File: config.mk
export PLATFORM = sky130hd
export DESIGN_NAME = shared_irq_agg
export DESIGN_NICKNAME = d
export VERILOG_FILES = /design/src/rtl/shared_irq_agg.sv
export SDC_FILE = /design/constraint.sdc
export NUM_CORES = 1
export LEC_CHECK = 0
export BUFFER_PORTS_ARGS = -buffer_cell sky130_fd_sc_hd__buf_2
export CORE_ASPECT_RATIO = 1.2
export CORE_MARGIN = 8
export CORE_UTILIZATION = 40
export CTS_BUF_LIST = sky130_fd_sc_hd__clkbuf_8
export DETAILED_ROUTE_END_ITERATION = 10
export MAX_ROUTING_LAYER = met4
export PLACE_DENSITY = 0.53
export SLEW_MARGIN = 10
export SYNTH_ARGS = -nofsm -noshare
export SYNTH_HDL_FRONTEND = slang
export SYNTH_SLANG_ARGS = --single-unit
export TNS_END_PERCENT = 10
File: constraint.sdc
create_clock -name clk -period 15 [get_ports clk]
set_clock_uncertainty 0.2 [all_clocks]
set_input_delay 2.25 -clock clk [delete_from_list [all_inputs] [get_ports clk]]
set_output_delay 2.25 -clock clk [all_outputs]
set_load 0.01 [all_outputs]
File: src/rtl/shared_irq_agg.sv
module shared_irq_agg #(
  parameter int ROOT_DEVS   = 4,
  parameter int LEAF_DEVS   = 4,
  parameter int BRIDGE_SLOT = 5
) (
  input  logic                   clk,
  input  logic                   rst_n,
  input  logic [4*ROOT_DEVS-1:0] root_req,
  input  logic [4*LEAF_DEVS-1:0] leaf_req,
  input  logic [ROOT_DEVS-1:0]   root_clr,
  input  logic [LEAF_DEVS-1:0]   leaf_clr,
  output logic [3:0]             irq_line
);
  localparam int RB   = 4 * ROOT_DEVS;
  localparam int NSRC = RB + 4 * LEAF_DEVS;
  localparam int CW   = $clog2(NSRC + 1);

  logic [NSRC-1:0]        lvl_q, lvl_d, keep;
  logic [3:0][CW-1:0]     cnt_q, cnt_d;
  logic [3:0]             nz_d;

  function automatic logic [1:0] line_of(input int s);
    int j;
    if (s < RB) return 2'(((s % 4) + (s / 4)) % 4);
    j = (s - RB) / 4;
    return 2'(((((s % 4) + j) % 4) + BRIDGE_SLOT) % 4);
  endfunction

  always_comb begin
    for (int d = 0; d < ROOT_DEVS; d++) keep[4*d +: 4] = {4{~root_clr[d]}};
    for (int j = 0; j < LEAF_DEVS; j++) keep[RB + 4*j +: 4] = {4{~leaf_clr[j]}};
  end

  assign lvl_d = {leaf_req, root_req} & keep;

  always_comb begin
    for (int l = 0; l < 4; l++) begin
      logic [CW-1:0] up, dn;
      up = '0;
      dn = '0;
      for (int s = 0; s < NSRC; s++) begin
        if (line_of(s) == 2'(l)) begin
          if (lvl_d[s] && !lvl_q[s]) up = up + CW'(1);
          if (!lvl_d[s] && lvl_q[s]) dn = dn + CW'(1);
        end
      end
      cnt_d[l] = cnt_q[l] + up - dn;
      nz_d[l]  = (cnt_d[l] != '0);
    end
  end

  always_ff @(posedge clk) begin
    if (!rst_n) begin
      lvl_q    <= '0;
      cnt_q    <= '0;
      irq_line <= '0;
    end else begin
      lvl_q    <= lvl_d;
      cnt_q    <= cnt_d;
      irq_line <= nz_d;
    end
  end
endmodule


# --- Yosys cells after proc, flatten, opt, wreduce, memory -nomap -nowiden ---
# Index checks and enable logic that the tools add are counted.
totals:
  register_bits: 60
  latchBits: 0
  mem_bits_rw: 0
  mem_bits_ro: 0
  input_bits: 42
  out_inout_bits: 4
  n_memories: 0
op_classes:
  n_addsub: 64
  multipliers: 0
  div_mod_pow: 0
  n_lt_le_gt_ge: 0
  eq_ne: 0
  shift: 0
  n_mux: 64
  n_bitwise: 9
  reduce_logical: 132
op_table:
  columns: ["cell", "n"]
  rows:
  - ["6-bit by 1-bit adder with 6-bit output (second input constant)", 55]
  - ["6-bit 2-to-1 mux", 55]
  - ["1-bit logical AND", 64]
  - ["1-bit zero test", 64]
  - ["32-bit AND", 1]
  - ["6-bit adder", 4]
  - ["6-bit nonzero test", 4]
  - ["6-bit subtractor", 4]
  - ["1-bit 2-to-1 mux", 8]
  - ["1-bit inverter", 8]
  - ["1-bit by 1-bit adder with 2-bit output (second input constant)", 1]
  - ["2-bit 2-to-1 mux", 1]

# --- Depth between registers and ports, before layout ---
# Gate-level depths: netlist (run 1).
depth:
  depth_word: 21
  depth_mapped: 29
  mapped_depth_nobuf: 28

# --- Worst setup path before layout (run 1) ---
# OpenSTA, ideal clock, no wires.
synth_path:
  path_kind: "input to register"
  startpoint: "input root_clr[1]"
  endpoint: "register irq_line[3]"
  arrival_ns: 8.007
  required_ns: 14.680
  path_slack_ns: 6.673
  stages: 26
  path_cell_list: "nand2b_1 or2_2 inv_1 ha_1 buf_1 xnor2_1 inv_1 ha_1 nor4b_1 a211oi_1 nor4_1 a211oi_2 mux2_2 ha_1 mux2_2 ha_1 mux2_2 fa_1 inv_1 fa_1 inv_1 a21o_1 a21oi_1 xnor2_1 or4b_2 o31a_1"
synth_between:
  elab_chain_len: 19
synth_lines:
  columns: ["element", "line", "source"]
  rows:
  - ["start: declaration", "10", "input logic [ROOT_DEVS-1:0] root_clr,"]
  - ["1-bit inverter *", "30", "for (int d = 0; d < ROOT_DEVS; d++) keep[4*d +: 4] = {4{~root_clr[d]}};"]
  - ["32-bit AND *", "34", "assign lvl_d = {leaf_req, root_req} & keep;"]
  - ["1-bit logical AND / 1-bit zero test (equally long branches)", "43, 44", null]
  - ["6-bit 2-to-1 mux / 1-bit logical AND (equally long branches)", "43, 44", null]
  - ["6-bit by 1-bit adder with 6-bit output / 2-bit 2-to-1 mux (equally long branches)", "43, 44", null]
  - ["6-bit 2-to-1 mux / 6-bit by 1-bit adder with 6-bit output (equally long branches)", "43, 44", null]
  - ["6-bit by 1-bit adder with 6-bit output / 6-bit 2-to-1 mux (equally long branches)", "43, 44", null]
  - ["6-bit 2-to-1 mux / 6-bit by 1-bit adder with 6-bit output (equally long branches)", "43, 44", null]
  - ["[3 not listed]", null, null]
  - ["6-bit 2-to-1 mux / 6-bit by 1-bit adder with 6-bit output (equally long branches)", "43, 44", null]
  - ["6-bit by 1-bit adder with 6-bit output / 6-bit 2-to-1 mux (equally long branches)", "43, 44", null]
  - ["6-bit 2-to-1 mux / 6-bit by 1-bit adder with 6-bit output (equally long branches)", "43, 44", null]
  - ["6-bit by 1-bit adder with 6-bit output / 6-bit 2-to-1 mux (equally long branches)", "43, 44", null]
  - ["6-bit 2-to-1 mux / 6-bit by 1-bit adder with 6-bit output (equally long branches)", "43, 44", null]
  - ["6-bit adder / 6-bit 2-to-1 mux (equally long branches)", "47, 44", null]
  - ["6-bit subtractor *", "47", "cnt_d[l] = cnt_q[l] + up - dn;"]
  - ["6-bit nonzero test *", "48", "nz_d[l] = (cnt_d[l] != '0);"]
  - ["end signal: assignment", "60", "irq_line <= nz_d;"]
  - ["end: declaration", "12", "output logic [3:0] irq_line"]
# Mark *: on every way between the ends. The rest lies on a longest branch, timed or not.
# A chain may end at the register's enable or synchronous reset.

# --- Worst setup path in the final report (run 1) ---
layout_path:
  startpoint: "input root_clr[0]"
  endpoint: "register irq_line[0]"
layout_between:
  elab_chain_len: 21
layout_lines:
  columns: ["element", "line"]
  rows:
  - ["1-bit inverter *", "30"]
  - ["32-bit AND *", "34"]
  - ["1-bit logical AND / 1-bit zero test (equally long branches)", null]
  - ["1-bit 2-to-1 mux / 1-bit logical AND (equally long branches)", null]
  - ["6-bit by 1-bit adder with 6-bit output / 1-bit 2-to-1 mux (equally long branches)", "43, 44"]
  - ["6-bit 2-to-1 mux / 6-bit by 1-bit adder with 6-bit output (equally long branches)", "43, 44"]
  - ["6-bit by 1-bit adder with 6-bit output / 6-bit 2-to-1 mux (equally long branches)", "43, 44"]
  - ["6-bit 2-to-1 mux / 6-bit by 1-bit adder with 6-bit output (equally long branches)", "43, 44"]
  - ["[5 not listed]", null]
  - ["6-bit 2-to-1 mux / 6-bit by 1-bit adder with 6-bit output (equally long branches)", "43, 44"]
  - ["6-bit by 1-bit adder with 6-bit output / 6-bit 2-to-1 mux (equally long branches)", "43, 44"]
  - ["6-bit 2-to-1 mux / 6-bit by 1-bit adder with 6-bit output (equally long branches)", "43, 44"]
  - ["6-bit by 1-bit adder with 6-bit output / 6-bit 2-to-1 mux (equally long branches)", "43, 44"]
  - ["6-bit 2-to-1 mux / 6-bit by 1-bit adder with 6-bit output (equally long branches)", "43, 44"]
  - ["6-bit adder / 6-bit 2-to-1 mux (equally long branches)", "47, 44"]
  - ["6-bit subtractor *", "47"]
  - ["6-bit nonzero test *", "48"]
# Marks and branches as above.

==> metrics.txt, run 1 <==
proportion of synthesized chip area in sequential cells 14.88%; number of antenna violations at the first check in global routing 1; cell depth of the worst hold path 2; area of all placed cells without fillers 8758 µm²; static leakage 3.869 nW; area of the die 25010 µm²; Layout Nets 1159; Starting Density 40.29%; Top Ports 46; Fin. Hold Viols 0; CP Capture Type flop; number of cell instances on the worst register-to-register path 23; largest vdd supply drop 0.0001086 V; # resized after CTS 0; timing-limited maximum frequency 0.1173 GHz; arrival time of data at the critical path endpoint 8580 ps; worst slew slack as a fraction of its limit 44.32%; height of the chip 171.6 µm; worst-margin pin slew 833.4 ps; post-synth top area cell dfxtp_1; buffers inserted by post-CTS timing repair 0; Post-route DRC 0; worst slack on hold paths 388.0 ps; library cell with the highest instance count after synthesis ha_1; placed inst area 8543 µm²; number of sinks on the clock net 60; startpoint of the most critical register-to-register path lvl_q[0]; async set-or-reset flop fraction in the synthesized netlist 0%; Main synth FF type dfxtp_1; CTS H-Tree Depth 3; total of buffers placed on input and output ports 45; clock latency on the worst-skew pair 370 ps; Hold-fix buffers, CTS 0; count of flip-flops with a built-in enable after synthesis 0; worst hold-check path type reg2reg; fraction of layout instances using a drive strength above 1 10.81%; syn nets 1125; hold path startpoint cnt_q[12]; FP Rows 57; post-detailed-placement half-perimeter wirelength 14.90 mm; cell area power density 113.9 nW/µm²; via count of the first global-routing pass 6547; Starting DRT DRC Count 272; post-layout power 0.9973 mW; Cell Area, Synth 8074 µm²; Root Driver clkbuf_8; final total negative setup slack 0 ps; RR Endpoint irq_line[0]; share of Yosys cell area claimed by the top area cell type 14.88%; Antenna Nets Post-Route 0; shortest period the worst path allows 8528 ps; number of setup violations in the final report 0; worst setup slack for register-to-register paths 8200 ps; Synth area leaders dfxtp_1 (15%), ha_1 (13%), xnor2_1 (8.9%); overall fraction of global-route tracks in use 15.73%; final clock period utilization by the worst path 56.85%; Mean Syn Cell Area 8.247 µm²; kind of launch point of the worst setup path input port; warning count from the yosys run 0; Post-synth top cells ha_1 (84), nor2_1 (83), xnor2_1 (82), inv_1 (78), nand2_1 (67); worst setup path endpoint irq_line[0]; Unique masters post-synth 81; TritonCTS Buffers 9; weighted congestion reported at the end of routability-driven placement 0.7953; largest fanout on the critical path 8; required time of the critical path 15050 ps; x dimension of the die 145.7 µm; pin count of the biggest net entering global routing 26; TritonCTS clock tree built; global-route wire length before repair 31.41 mm; clock slew seen by the registers of the worst setup and hold paths 70 ps; number of fill cells in the layout 2025; outcome finished, final reports clean; Clock Path Buffers 2; sum of overflow across all layers after global routing 0; count of state elements after synthesis 60; Area growth, synth to finish 8.477%; startpoint of the most critical setup path root_clr[0]; total iterations of the first detailed-routing run 4; Crit Path Category in2reg; number of maximum-capacitance constraint violations 0; max-slew violation count 0; detail-routed via count per cell 5.191; unrepaired setup endpoints after global routing false; Detailed Route WL 18.54 mm; Wirelength per Cell 14.42 µm; via count 6671; Core ar. 20040 µm²; count of mapped cells out of synthesis 979
-- where the power goes --
part           switching, mW  internal [mW]  total, mW  leakage [nW]
Clock                 0.0777         0.0861      0.164         0.102
Combinational          0.318          0.306      0.623          3.27
Sequential            0.0147          0.196      0.210         0.497
Total                  0.410          0.587      0.997          3.87
-- logic make-up after synthesis --
group	count (synthesis)	share of synthesized area (%)
and+or+nand+nor	391	27.00
AOI/OAI and AO/OA	160	13.95
xor gates and xnor gates	137	18.15
adders and majority gates	104	17.98
buffers and inverters	103	4.897
DFF	60	14.88
muxes	24	3.161
-- flip-flops by register name (all words and copies together) (netlist names) --
name,count
irq_line,4
lvl_q,32
cnt_q,24
-- worst min-delay path by stage --
stage / end / slack, ps
6_report: cnt_q[12] / 390
5_1_grt: cnt_q[18] / 410
4_1_cts: cnt_q[12] / 400
3_5_place_dp: cnt_q[12] / 380
3_3_place_gp: cnt_q[12] / 370
2_1_floorplan: cnt_q[0] / 340
-- per-stage QoR --
step / worst slack [ps] / util (%) / cells
4_1_cts: 6462 / 43.68 / 1283
5_1_grt: 5834 / 43.69 / 1284
2_1_floorplan: 6673 / - / 979
3_5_place_dp: 6074 / 42.63 / 1267
6_report: 6472 / 43.70 / 1285
3_3_place_gp: 6248 / 42.63 / 1267
-- layout make-up --
type                    instances  area [µm²]  share of cell area, %
diodes                          2       5.005                0.05714
well taps                     265       331.6                  3.786
repair buffers                 46       232.7                  2.657
clock inverters                 5       58.81                 0.6714
flip-flops and latches         60        1201                  13.71
inverters                      80       300.3                  3.429
multi-input cells             816        6477                  73.96
clock buffers                  11       151.4                  1.729
-- cells in the final DEF (no fill, tap or decap), types with 5 or more instances in the layout --
master / synthesis / final
nand4b_1: 5 / 5
mux2_2: 12 / 12
or2_2: 9 / 9
mux2i_1: 12 / 12
ha_1: 84 / 84
a21o_1: 11 / 11
or3b_2: 6 / 6
fa_1: 20 / 20
nor2_1: 83 / 83
dfxtp_1: 60 / 60
nand3b_1: 6 / 6
o31a_1: 6 / 6
and3_1: 8 / 8
a31oi_1: 8 / 8
xnor2_1: 82 / 82
o21ai_0: 28 / 28
nand3_1: 33 / 33
a211oi_1: 14 / 14
nor4_1: 8 / 8
a21oi_1: 31 / 31
buf_2: 7 / 45
and2_1: 53 / 53
o31ai_1: 6 / 6
xnor3_1: 13 / 13
nor4b_1: 6 / 6
clkbuf_8: 0 / 11
nand4_1: 15 / 15
nor3b_1: 11 / 11
nand2b_1: 34 / 34
nand2_1: 67 / 67
inv_1: 78 / 78
o211ai_1: 6 / 6
xor2_1: 36 / 36
nor3_1: 12 / 12
-- metal layers --
layer  routed length [µm]  track usage (%)  part of all wire (%)  vias to the layer above
li1                     -                -                     -                     3502
met1                 8759            18.57                    47                     3080
met2                 9101            27.35                    49                       81
met3                  509            2.447                   2.7                        8
met4                  164            4.488                  0.88                        0
met5                    0                -                     0                        -
-- worst max-delay path, stage by stage --
cell and delay, ps:
buf_2 150, nor3b_1 510, ha_1 420, xnor2_1 430
inv_1 90, ha_1 320, xor2_1 160, mux2i_1 210
a21oi_1 120, ha_1 320, nor3_1 40, a211oi_1 420
ha_1 310, mux2_2 280, ha_1 290, nand2_1 60
nand2_1 60, fa_1 470, ha_1 310, a21o_1 180
a21oi_1 210, xnor2_1 90, or4b_2 620, o31a_1 240
Power figures use the tool's default switching activity.
==> run 2, diff against run 1 <==
Clock period 15 ns to 8.5 ns, I/O delays scaled along.
==> run 2 against run 1 <==
Effect of this change: first-iteration DRC count is 7.0% higher; critical path depth shrank 1; die area did not move; sequential share of layout area is 0.055 points lower; utilization increased by 0.17 points; hold slack gained 0.92 ps; flip-flop and latch count did not move; non-clock buffer count is 2 higher; sequential power up 77%; total power rose by 81%; critical endpoint unchanged; largest power group unchanged.
==> metrics.txt, run 2 (synthesis gave the netlist of run 1 again) <==
number of maximum-capacitance constraint violations 0 (unchanged); shortest period the worst path allows 7564 ps; max-slew violation count 0 (unchanged); number of cell instances on the worst register-to-register path 22 (-4.3%); largest fanout on the critical path 8 (unchanged); Detailed Route WL 18.92 mm (+2.1%); number of sinks on the clock net 60 (unchanged); clock slew seen by the registers of the worst setup and hold paths 70 ps (about the same); startpoint of the most critical register-to-register path lvl_q[0]; total of buffers placed on input and output ports 45 (unchanged); hold path startpoint cnt_q[0]; met1 GRT Util 19.20% (+0.63 points); area of the die 25010 µm² (unchanged); Wirelength per Cell 14.71 µm (+2.0%); Post-route DRC 0 (unchanged); most frequent standard cell in the layout excluding fill and tap cells ha_1; post-detailed-placement half-perimeter wirelength 14.99 mm (+0.64%); Largest register FFs 32 (unchanged); Core ar. 20040 µm² (unchanged); x dimension of the die 145.7 µm (unchanged); Crit Path Category in2reg; Antenna Nets Post-Route 0 (unchanged); sw frac 40.41% (-0.70 points); CTS H-Tree Depth 3 (unchanged); height of the chip 171.6 µm (unchanged); share of power burned in the clock network 18.0% (+1.6 points); Combinational Power Share 61.4% (-1.1 points); overall fraction of global-route tracks in use 15.96% (+0.22 points); via count 6716 (+0.67%); Fin. Hold Viols 0 (unchanged); Cell Count Post-Placement 1269 (+0.16%); weighted congestion reported at the end of routability-driven placement 0.8053 (+1.3%); FP Rows 57 (unchanged); fraction of layout instances using a drive strength above 1 10.69% (-0.12 points); grt peak-use layer met2; met2 routing resource usage after global routing 27.21% (-0.14 points); CP Capture Type flop; non-filler instance count after layout 1286 (+0.078%); NetSw 0.7301 mW (+78%); largest vdd supply drop 0.0002154 V (+98%); final total negative setup slack 0 ps (unchanged); TritonCTS clock tree built; arrival time of data at the critical path endpoint 7620 ps (-960 ps); global-route wire length before repair 31.75 mm (+1.1%); worst hold-check path type reg2reg; number of antenna violations at the first check in global routing 1 (unchanged); detail-routed via count per cell 5.222 (+0.60%); capture endpoint of the worst hold path cnt_q[0]; clock latency on the worst-skew pair 370 ps (about the same); pin count of the biggest net entering global routing 31 (+19%); worst slew slack as a fraction of its limit 42.27% (-2.0 points); static leakage 3.900 nW (+0.82%); buffers inserted by post-CTS timing repair 0 (unchanged); Top Ports 46 (unchanged); highest-count cells in the layout ignoring fill and taps ha_1 (84), nor2_1 (83), xnor2_1 (82), inv_1 (81), nand2_1 (67); total iterations of the first detailed-routing run 4 (unchanged); total internal power 1.077 mW (+83%); TritonCTS Buffers 9 (unchanged); sequential cell fraction of total power 20.6% (-0.5 points); unrepaired setup endpoints after global routing false; registers with the highest flip-flop counts lvl_q x32, cnt_q x24, irq_line x4; Layout Nets 1161 (+0.17%); cell depth of the worst hold path 2 (unchanged); Hold-fix buffers, CTS 0 (unchanged); worst-margin pin slew 864.1 ps (+30.62 ps); outcome finished, final reports clean; met3 routing resource usage after global routing 2.763% (+0.32 points); Clock Path Buffers 2 (unchanged); cell area power density 205.5 nW/µm² (+80%); most flop-heavy register lvl_q; RR Endpoint irq_line[0]; final clock period utilization by the worst path 88.98%; number of setup violations in the final report 0 (unchanged); via count of the first global-routing pass 6679 (+2.0%); # resized after CTS 0 (unchanged); Root Driver clkbuf_8; sum of overflow across all layers after global routing 0 (unchanged); Area growth, synth to finish 8.911%; timing-limited maximum frequency 0.1322 GHz; worst setup slack for register-to-register paths 1700 ps (-6500 ps); required time of the critical path 8560 ps (-6490 ps); Starting Density 40.29% (unchanged); kind of launch point of the worst setup path input port; Starting DRT DRC Count 291 (+7.0%)
-- run 2: cell count changes in the layout (fill, tap and decap cells not counted), sizes merged --
cell,delta
inv,+2
clkinv,-1
buf,+2
clkbuf,-2
bufinv,+2
clkinvlp,-1
diode,-1
-- run 2: critical path, cell delays in order --
cell and delay [ps]:
buf_2 150, nor3b_1 540, ha_1 420, xnor2_1 440, inv_1 90, ha_1 330
xor2_1 160, mux2i_1 200, a21oi_1 120, ha_1 310, nor3_1 40, a211oi_1 400
ha_1 310, mux2_2 280, ha_1 210, and2_1 160, xnor2_1 190, fa_1 440
ha_1 350, a21oi_1 220, xnor2_1 100, or4b_2 630, o31a_1 240
-- run 2: worst max path at each step --
stage	end	from	slack, ps
finish	irq_line[0]	root_clr[0]	940
global route	irq_line[0]	root_clr[0]	420
CTS	irq_line[0]	root_clr[0]	960
detailed placement	irq_line[0]	root_clr[0]	580
global placement	irq_line[0]	root_clr[0]	750
floorplan	irq_line[3]	root_clr[1]	1150
-- run 2: power groups by stage --
stage          sequential, mW  clock (mW)  combinational [mW]
2_1_floorplan           0.376           0               0.899
3_3_place_gp            0.380           0                1.11
3_5_place_dp            0.379           0                1.11
4_1_cts                 0.373       0.338                1.12
5_1_grt                 0.380       0.349                1.28
6_report                0.372       0.326                1.11
-- run 2: cell type report --
class	count	area (µm²)
clock inverters	7	108.9
fillers	2034	11250
inverters	80	300.3
clock buffers	9	123.9
repair buffers	48	247.7
multi-input cells	816	6477
diodes	1	2.502
flip-flops and latches	60	1201
well taps	265	331.6
-- run 2: metal layers --
metal	part of all wire (%)	vias up
met3	3.3	17
met5	0	-
met2	48	76
met1	48	3119
li1	-	3504
met4	1.1	0
-- run 2: per-stage QoR --
stage | power (mW) | hold WS (ps) | area [µm²] | utilization [%] | worst slack, ps
after detailed placement | 1.491 | 374.7 | 8558 | 42.70 | 577.3
after CTS | 1.832 | 399.5 | 8791 | 43.87 | 961.6
after floorplan | 1.275 | 344.2 | 8074 | - | 1148
final | 1.807 | 388.9 | 8793 | 43.88 | 936.3
after global routing | 2.005 | 412.6 | 8793 | 43.88 | 421.6
after global placement | 1.491 | 370.1 | 8558 | 42.70 | 751.4
